### config.mk
export PLATFORM = sky130hd
export DESIGN_NAME = pwm_cmp_bank
export DESIGN_NICKNAME = d
export VERILOG_FILES = /design/src/rtl/pwm_bank_pkg.sv /design/src/rtl/pwm_bank_ctrl.sv /design/src/rtl/pwm_bank_dp.sv /design/src/rtl/pwm_cmp_bank.sv
export SDC_FILE = /design/constraint.sdc
export NUM_CORES = 1
export LEC_CHECK = 0
export BUFFER_PORTS_ARGS = -buffer_cell sky130_fd_sc_hd__buf_4
export CORE_MARGIN = 2
export CORE_UTILIZATION = 50
export DETAILED_ROUTE_END_ITERATION = 16
export GPL_TIMING_DRIVEN = 0
export MAX_ROUTING_LAYER = met4
export PLACE_DENSITY = 0.74
export SETUP_SLACK_MARGIN = 0.02
export SYNTH_ARGS = -nofsm -noshare
export SYNTH_HDL_FRONTEND = slang
export SYNTH_SLANG_ARGS = --single-unit
### constraint.sdc
create_clock -name clk -period 2.72 [get_ports clk]
set_input_delay 0.544 -clock clk [delete_from_list [all_inputs] [get_ports clk]]
set_output_delay 0.544 -clock clk [all_outputs]
set_load 0.01 [all_outputs]
### src/rtl/pwm_bank_pkg.sv
package pwm_bank_pkg;
  localparam int NPH    = 3;
  localparam int ADDR_W = 4;

  localparam logic [ADDR_W-1:0] ADDR_CTRL     = 4'd0;
  localparam logic [ADDR_W-1:0] ADDR_DEAD     = 4'd1;
  localparam logic [ADDR_W-1:0] ADDR_PER_BUF  = 4'd2;
  localparam logic [ADDR_W-1:0] ADDR_PER_FREE = 4'd3;
  localparam logic [ADDR_W-1:0] ADDR_PH_BUF0  = 4'd4;
  localparam logic [ADDR_W-1:0] ADDR_PH_FREE0 = 4'd8;

  // strobes from control to datapath
  typedef struct packed {
    logic           deadWr;
    logic           perBufWr;
    logic           perFreeWr;
    logic [NPH-1:0] phBufWr;
    logic [NPH-1:0] phFreeWr;
    logic           xferNow;
    logic           counting;
  } bank_strb_t;
endpackage

### src/rtl/pwm_bank_ctrl.sv
module pwm_bank_ctrl
  import pwm_bank_pkg::*;
#(
  parameter int DATA_W = 16
) (
  input  logic                     clk,
  input  logic                     rstN,
  input  logic [ADDR_W-1:0]        busAddr,
  input  logic [DATA_W/8-1:0]      busBe,
  input  logic                     busWrite,
  input  logic [2:0]               ctrlBits,
  input  logic [DATA_W-1:0]        periodCmp,
  output bank_strb_t               strb,
  output logic [DATA_W-1:0]        carrier,
  output logic                     periodMatch
);
  localparam logic [DATA_W-1:0] ONE = DATA_W'(1);

  logic              fullWr;
  logic              runBit;
  logic [1:0]        xferMode;
  logic [DATA_W-1:0] cnt, cntNext;
  logic              dirDown, dirNext;
  logic              crestHit, troughHit;

  assign fullWr = busWrite && (&busBe);

  assign strb.deadWr    = fullWr && (busAddr == ADDR_DEAD);
  assign strb.perBufWr  = fullWr && (busAddr == ADDR_PER_BUF);
  assign strb.perFreeWr = fullWr && (busAddr == ADDR_PER_FREE);

  for (genvar i = 0; i < NPH; i++) begin : g_decode
    assign strb.phBufWr[i]  = fullWr && (busAddr == ADDR_PH_BUF0  + ADDR_W'(i));
    assign strb.phFreeWr[i] = fullWr && (busAddr == ADDR_PH_FREE0 + ADDR_W'(i));
  end

  always_ff @(posedge clk) begin
    if (!rstN) begin
      runBit   <= 1'b0;
      xferMode <= 2'b00;
    end else if (fullWr && busAddr == ADDR_CTRL) begin
      runBit   <= ctrlBits[0];
      xferMode <= ctrlBits[2:1];
    end
  end

  assign crestHit  = runBit && (cnt == periodCmp);
  assign troughHit = runBit && (cnt == '0);

  assign strb.xferNow  = (xferMode[0] && crestHit) || (xferMode[1] && troughHit);
  assign strb.counting = runBit;

  always_comb begin
    cntNext = cnt;
    dirNext = dirDown;
    if (runBit) begin
      if (periodCmp == '0) begin
        cntNext = '0;
        dirNext = 1'b0;
      end else if (!dirDown) begin
        if (cnt >= periodCmp) begin
          dirNext = 1'b1;
          cntNext = cnt - ONE;
        end else begin
          cntNext = cnt + ONE;
        end
      end else begin
        if (cnt == '0) begin
          dirNext = 1'b0;
          cntNext = ONE;
        end else begin
          cntNext = cnt - ONE;
        end
      end
    end
  end

  always_ff @(posedge clk) begin
    if (!rstN) begin
      cnt     <= '0;
      dirDown <= 1'b0;
    end else begin
      cnt     <= cntNext;
      dirDown <= dirNext;
    end
  end

  assign carrier     = cnt;
  assign periodMatch = crestHit;
endmodule

### src/rtl/pwm_bank_dp.sv
module pwm_bank_dp
  import pwm_bank_pkg::*;
#(
  parameter int DATA_W = 16
) (
  input  logic                     clk,
  input  logic                     rstN,
  input  bank_strb_t               strb,
  input  logic [DATA_W-1:0]        wdata,
  input  logic [DATA_W-1:0]        carrier,
  output logic [NPH*DATA_W-1:0]    activeCmp,
  output logic [DATA_W-1:0]        periodVal,
  output logic [DATA_W-1:0]        deadTime,
  output logic [NPH-1:0]           phaseMatch
);
  logic [DATA_W-1:0] perShadow, perActive, deadReg;

  always_ff @(posedge clk) begin
    if (!rstN) begin
      perShadow <= '0;
      perActive <= '0;
    end else if (strb.perFreeWr) begin
      perShadow <= wdata;
      perActive <= wdata;
    end else begin
      if (strb.perBufWr) perShadow <= wdata;
      if (strb.xferNow)  perActive <= strb.perBufWr ? wdata : perShadow;
    end
  end

  always_ff @(posedge clk) begin
    if (!rstN)            deadReg <= '0;
    else if (strb.deadWr) deadReg <= wdata;
  end

  for (genvar i = 0; i < NPH; i++) begin : g_phase
    logic [DATA_W-1:0] phShadow, phActive;

    always_ff @(posedge clk) begin
      if (!rstN) begin
        phShadow <= '0;
        phActive <= '0;
      end else if (strb.phFreeWr[i]) begin
        phShadow <= wdata;
        phActive <= wdata;
      end else begin
        if (strb.phBufWr[i]) phShadow <= wdata;
        if (strb.xferNow)    phActive <= strb.phBufWr[i] ? wdata : phShadow;
      end
    end

    assign activeCmp[i*DATA_W +: DATA_W] = phActive;
    assign phaseMatch[i] = strb.counting && (carrier == phActive);
  end

  assign periodVal = perActive;
  assign deadTime  = deadReg;
endmodule

### src/rtl/pwm_cmp_bank.sv
module pwm_cmp_bank
  import pwm_bank_pkg::*;
#(
  parameter int DATA_W = 16
) (
  input  logic                   clk,
  input  logic                   rstN,
  input  logic [ADDR_W-1:0]      busAddr,
  input  logic [DATA_W-1:0]      busWdata,
  input  logic [DATA_W/8-1:0]    busBe,
  input  logic                   busWrite,
  output logic [DATA_W-1:0]      carrier,
  output logic                   periodMatch,
  output logic [NPH-1:0]         phaseMatch,
  output logic [NPH*DATA_W-1:0]  activeCmp,
  output logic [DATA_W-1:0]      periodVal,
  output logic [DATA_W-1:0]      deadTime
);
  bank_strb_t strb;

  pwm_bank_ctrl #(.DATA_W(DATA_W)) u_ctrl (
    .clk(clk), .rstN(rstN), .busAddr(busAddr), .busBe(busBe),
    .busWrite(busWrite), .ctrlBits(busWdata[2:0]), .periodCmp(periodVal),
    .strb(strb), .carrier(carrier), .periodMatch(periodMatch)
  );

  pwm_bank_dp #(.DATA_W(DATA_W)) u_dp (
    .clk(clk), .rstN(rstN), .strb(strb), .wdata(busWdata), .carrier(carrier),
    .activeCmp(activeCmp), .periodVal(periodVal), .deadTime(deadTime),
    .phaseMatch(phaseMatch)
  );
endmodule

# Yosys cells after proc, flatten, opt, wreduce, memory -nomap -nowiden
# Index checks and enable logic that the tools add are counted.
[totals] rom_bits=0 word_cells=80 ff_bits=164 ramBits=0 inputBits=25 latch_bits=0 output_inout_bits=100 mem_count=0
[classes] shifts=0 mul=0 eq_ne=13 n_reduce_logical=27 bitwise_logic=0 add_sub_neg=2 muxes=24 div=0 magnitude_cmp=1
[ops] op="2-to-1 mux 16 bit" count=20
[ops] op="== test 16 bit" count=4
[ops] op="zero test 16 bit" count=2
[ops] op="logical AND 1 bit" count=18
[ops] op="adder 16 x 1 -> 16 bit (second input constant)" count=1
[ops] op="greater-or-equal comparator 16 bit" count=1
[ops] op="subtractor 16 x 1 -> 16 bit (second input constant)" count=1
[ops] op="== test 4 x 3 -> 1 bit (second input constant)" count=3
[ops] op="== test 4 bit (second input constant)" count=3
[ops] op="== test 4 x 2 -> 1 bit (second input constant)" count=2
[ops] op="nonzero test 2 bit" count=4
[ops] op="== test 4 x 1 -> 1 bit (second input constant)" count=1
[ops] op="zero test 4 bit" count=1
[ops] op="2-to-1 mux 1 bit" count=4
[ops] op="AND reduction 2 bit" count=1
[ops] op="logical OR 1 bit" count=1

# Longest topological paths before layout
[depth] ltp_word=6 ltp_mapped=10 depth_no_buf=8

# Modules after synthesis
# A second synthesis with hierarchy kept.
[hier_totals] cells_unflattened=816 area_unflattened_um2=7956.4
[by_module_without_submodules] module="pwm_bank_dp" seq_area_each_um2=2882.8 area_per_inst_um2=5876.9 cells_per_inst=544 instances=1
[by_module_without_submodules] module="pwm_bank_ctrl" seq_area_each_um2=400.4 area_per_inst_um2=2079.5 cells_per_inst=272 instances=1

# Least setup slack after synthesis
# No wires, ideal clock.
[synth_path] path_kind="flip-flop to flip-flop" startpoint="reg u_ctrl.cnt[0], in the netlist u_ctrl.carrier[0]" endpoint="reg u_ctrl.cnt[9], in the netlist u_ctrl.carrier[9]" slack_ns=-0.085 arrival_ns=2.683 path_stages_with_launch=10 n_path_buf=1 synth_period_minus_slack_ns=2.805 t_required_ns=2.598 setup_time_ns=0.122 cell_sequence="dfxtp_1 clkbuf_1 inv_1 ha_1 nand2b_1 a2111oi_2 o41a_1 a2111oi_1 a31o_2 a221o_1"
[synth_between] elab_chain_cells=4 elab_cells_between_ends=8 classes_between="add/sub (2); order compare (1); mux (4); reduce/logical (1)"
[synth_lines] item="start, declared" line="pwm_bank_ctrl.sv:22" rtl="logic [DATA_W-1:0] cnt, cntNext;"
[synth_lines] item="start signal, assigned" line="pwm_bank_ctrl.sv:83" rtl="cnt <= cntNext;"
[synth_lines] item="adder 16 x 1 -> 16 bit (tied with other cells)" line="pwm_bank_ctrl.sv:65" rtl="cntNext = cnt + ONE;"
[synth_lines] item="2-to-1 mux 16 bit, on equally long branches" line="pwm_bank_ctrl.sv:61, pwm_bank_ctrl.sv:68"
[synth_lines] item="2-to-1 mux 16 bit *" line="pwm_bank_ctrl.sv:60" rtl="end else if (!dirDown) begin"
[synth_lines] item="2-to-1 mux 16 bit *" line="pwm_bank_ctrl.sv:57" rtl="if (periodCmp == '0) begin"
# Every way passes the cells marked *; elsewhere a longest branch is shown, timed or not.
# A chain may end at the register's enable or synchronous reset.

# Final worst setup path
[layout_path] startpoint="reg u_dp.perActive[7], in the netlist u_dp.periodVal[7]" endpoint="reg u_ctrl.cnt[9], in the netlist u_ctrl.carrier[9]"
[layout_between] elab_chain_cells=4 elab_cells_between_ends=5 classes_between="order compare (1); mux (3); reduce/logical (1)"
[layout_lines] item="start, declared" line="pwm_bank_dp.sv:16" rtl="logic [DATA_W-1:0] perShadow, perActive, deadReg;"
[layout_lines] item="start signal, assigned" line="pwm_bank_dp.sv:24" rtl="perActive <= wdata;"
[layout_lines] item="start signal, assigned" line="pwm_bank_dp.sv:27" rtl="if (strb.xferNow) perActive <= strb.perBufWr ? wdata : perShadow;"
[layout_lines] item="greater-or-equal comparator 16 bit" line="pwm_bank_ctrl.sv:61" rtl="if (cnt >= periodCmp) begin"
[layout_lines] item="2-to-1 mux 16 bit" line="pwm_bank_ctrl.sv:61"
[layout_lines] item="2-to-1 mux 16 bit" line="pwm_bank_ctrl.sv:60"
[layout_lines] item="2-to-1 mux 16 bit *" line="pwm_bank_ctrl.sv:57"
# Marked as above.

==> impl_results.md <==
* Root Buffer: clkbuf_16
* Total routed wirelength at 25700 microns
* Violated checks: setup timing
* Buf/Inv on CP at 2
* Routability Congestion at 0.939
* Tot Pwr at 4980 uW
* Slowest stage delay, CP at 0.49 ns
* Mapped Cells at 915
* Avg Inst Size Synth at 8.85 sq um
* Post-place setup slack at -0.494 ns
* Setup ws final at -0.0300 ns
* Post-synth ARST share at 0%
* Largest net degree at the start of global routing at 17
* Longest Clk Path Bufs at 2
* Slowest-stage cell, CP: o41a_1
* CTS tree: done
* TritonCTS buffer count at 17
* RSZ-0062 raised after global routing: true
* Synth warnings at 0
* Crit. End Element: register
* Final setup violation count at 1
* Area of the multi-input gates at 4630 sq um
* Worst vdd ir at 0.000430 V
* Netlist Area Pre-Place at 8100 sq um
* Cells on worst reg2reg path at 9
* Max_slew headroom at 48.7%
* DP HPWL at 17700 microns
* Sequential fraction of the synthesis area at 40.5%
* Share of cells above drive strength 1 at 24.0%
* Number of synthesized flops with an enable pin at 0
* H-tree depth at 4
* Pleak at 0.00506 uW
* Combinational family with the most area after synthesis: simple AND/OR/NAND/NOR gates
* Worst-path fanout max at 4
* Nets at 1116
* Part of the cycle the worst path needs at 101%
* Port Buffer Count at 123
* Die boundary height at 131 microns
* Rows at 46
* CP arrival at 3.05 ns
* Library cells used by synthesis at 58
* Antenna diode count at 0
* Flops & latches, synth at 164
* Final max-slew violation count at 0
* Setup TNS at -0.0300 ns
* Total grt overflow at 0
* Fill count at 1354
* CP Cell Sequence: inv_1 > ha_4 > nand4_1 > or2_4 > o41a_1 > buf_4 > a2111oi_4 > a311oi_2 > a221o_1
* Remaining antenna violation count after routing at 0
* DRC at 0
* CTS sink count at 164
* Vias per cell at 5.57
* Commonest register cell after synthesis: dfxtp_1
* DRT Pass-1 Iters at 5
* Hold Path Stages at 3
* Clock Latency Late Sink at 0.44 ns
* Crit Path Class: register to register
* Post-synthesis compound-gate area fraction at 13.8%
* Die Wd at 131 microns
* Mapped Nets at 959
* First-pass GRT wire length at 38200 microns
* Area Overhead vs Synth at 27.7%
* Fmax at 0.364 GHz
* Routed WL per cell at 19.8 microns
* Max Clock Skew at 0.00837 ns
* Worst EP required at 3.02 ns
* Die area at 17200 sq um
* Slew @ Worst Pin at 0.767 ns
* Number of global-route vias before repair at 6666
* Reg clk slew, reported paths at 0.07 ns
* Ports at 125
* Worst path depth at 9
* Outcome: finished with violations
* Hold Vio Cnt, Final at 0
* Power density over the cells at 482 nW/um^2
* Hold WC Path Type: input port to register
* Max_cap viols at 0
* Cell family with most CP delay: compound AO/OA/AOI/OAI gates
* Total track usage at 29.6%
* Multiplexer area fraction after synthesis at 8.65%
* Initial core utilization at 51.0%
* Post-synthesis xor/xnor area fraction at 6.38%
* Initial antenna violation count at 0
* Core area at 15900 sq um
* Post-CTS Hold Buffers at 0
* Fin crit period at 2.75 ns
* Iteration-0 DRC Markers at 776
* Routed via count at 7245
* Adder-cell area share of the yosys netlist at 2.94%
* FF+latch area at 3330 sq um
* Startpoint Class: register
* Simple-gate share of the synthesized area at 22.9%
-- cell usage after synthesis, types with 13 or more instances --
cell / count / area share, %
dfxtp_1: 164 / 41
nand2_1: 123 / 5.7
nor2_1: 84 / 3.9
nor2b_1: 73 / 5.6
mux2i_1: 70 / 8.7
a21o_1: 65 / 6.0
xor2_1: 55 / 5.9
clkbuf_1: 30 / 1.4
nor4_1: 22 / 1.7
inv_1: 21 / 0.97
nor3_1: 21 / 1.3
ha_1: 19 / 2.9
a21boi_0: 16 / 1.5
o21ai_0: 15 / 0.93
nand3_1: 14 / 0.87
nand4_1: 13 / 1.0
-- worst reg2reg max path, cell delays in order (launching register included) --
cell and delay, ns:
dfxtp_4 0.37, inv_1 0.09, ha_4 0.29, nand4_1 0.16
or2_4 0.31, o41a_1 0.49, buf_4 0.18, a2111oi_4 0.33
a311oi_2 0.07, a221o_1 0.33
-- layout by cell type, fill, tap and decap left out, types with 14 or more instances in the layout --
cell | synthesis | routed
mux2i_1 | 70 | 70
dfxtp_1 | 164 | 146
nor4_1 | 22 | 20
clkbuf_16 | 0 | 17
nand2_1 | 123 | 122
nor3_1 | 21 | 21
buf_4 | 6 | 149
ha_1 | 19 | 14
nand3_1 | 14 | 14
clkbuf_1 | 30 | 23
a21o_1 | 65 | 65
inv_1 | 21 | 18
buf_6 | 8 | 16
nor2_1 | 84 | 83
a21boi_0 | 16 | 16
xor2_1 | 55 | 55
nor2b_1 | 73 | 73
-- path summary, 6_finish.rpt --
path / from / slack, ns / to
worst min-delay path: busWdata[1] / 0.42 / u_dp.deadTime[1]
worst max register to register: u_dp.periodVal[7] / -0.03 / u_ctrl.carrier[9]
worst max-delay path: u_dp.periodVal[7] / -0.03 / u_ctrl.carrier[9]
worst min register to register: u_dp.deadTime[8] / 0.46 / u_dp.deadTime[8]
-- kinds of logic after synthesis --
kind of cell               count (synthesis)
adders and majority gates                 19
DFF                                      164
muxes                                     70
and+or+nand+nor                          380
AOI/OAI and AO/OA                        143
xor gates and xnor gates                  59
buffers and inverters                     80
-- what timing repair did --
action / CTS / global route
pin swaps: 5 / 8
endpoints found under the setup margin: 84 / 70
gates resized for setup: 42 / 64
setup buffers: 7 / 9
-- stage by stage --
step	util [%]	instance area, sq um	hold WS [ns]	std cells
after floorplan	-	8100	0.488	915
after global placement	58.5	9290	0.452	1254
after detailed placement	58.5	9290	0.457	1254
after CTS	63.3	10100	0.411	1292
after global routing	65.1	10300	0.423	1301
final	65.1	10300	0.420	1301
-- state kept, by name (all words and copies together) (netlist names) --
name / cells
u_dp.g_phase.phActive: 48
u_dp.g_phase.phShadow: 48
u_ctrl.carrier: 16
u_dp.deadTime: 16
u_dp.perShadow: 16
u_dp.periodVal: 16
u_ctrl.xferMode: 2
u_ctrl.dirDown: 1
u_ctrl.runBit: 1
-- per-layer routing --
metal	vias up	track usage, %	routed length (microns)
met5	-	-	0
met4	0	12.6	655
met3	67	4.01	1450
met2	288	46.1	12200
met1	3460	38.8	11400
li1	3430	-	-
-- final cells by class --
cell class / count / share of cell area (%)
timing repair buffer: 139 / 10.1
multi-input combinational: 671 / 44.8
clock buffer: 20 / 4.42
inverter: 21 / 0.798
buffer: 58 / 3.96
clock inverter: 12 / 1.16
sequential: 164 / 32.2
tap: 216 / 2.61
-- report_power, final --
part	total, uW	internal, uW	leakage [uW]	switching, uW
Clock	2390	1330	0.000277	1070
Combinational	184	67.1	0.00345	117
Sequential	2400	2400	0.00133	2.76
Total	4980	3800	0.00506	1180
No activity file was read; power rests on OpenSTA's default activity.
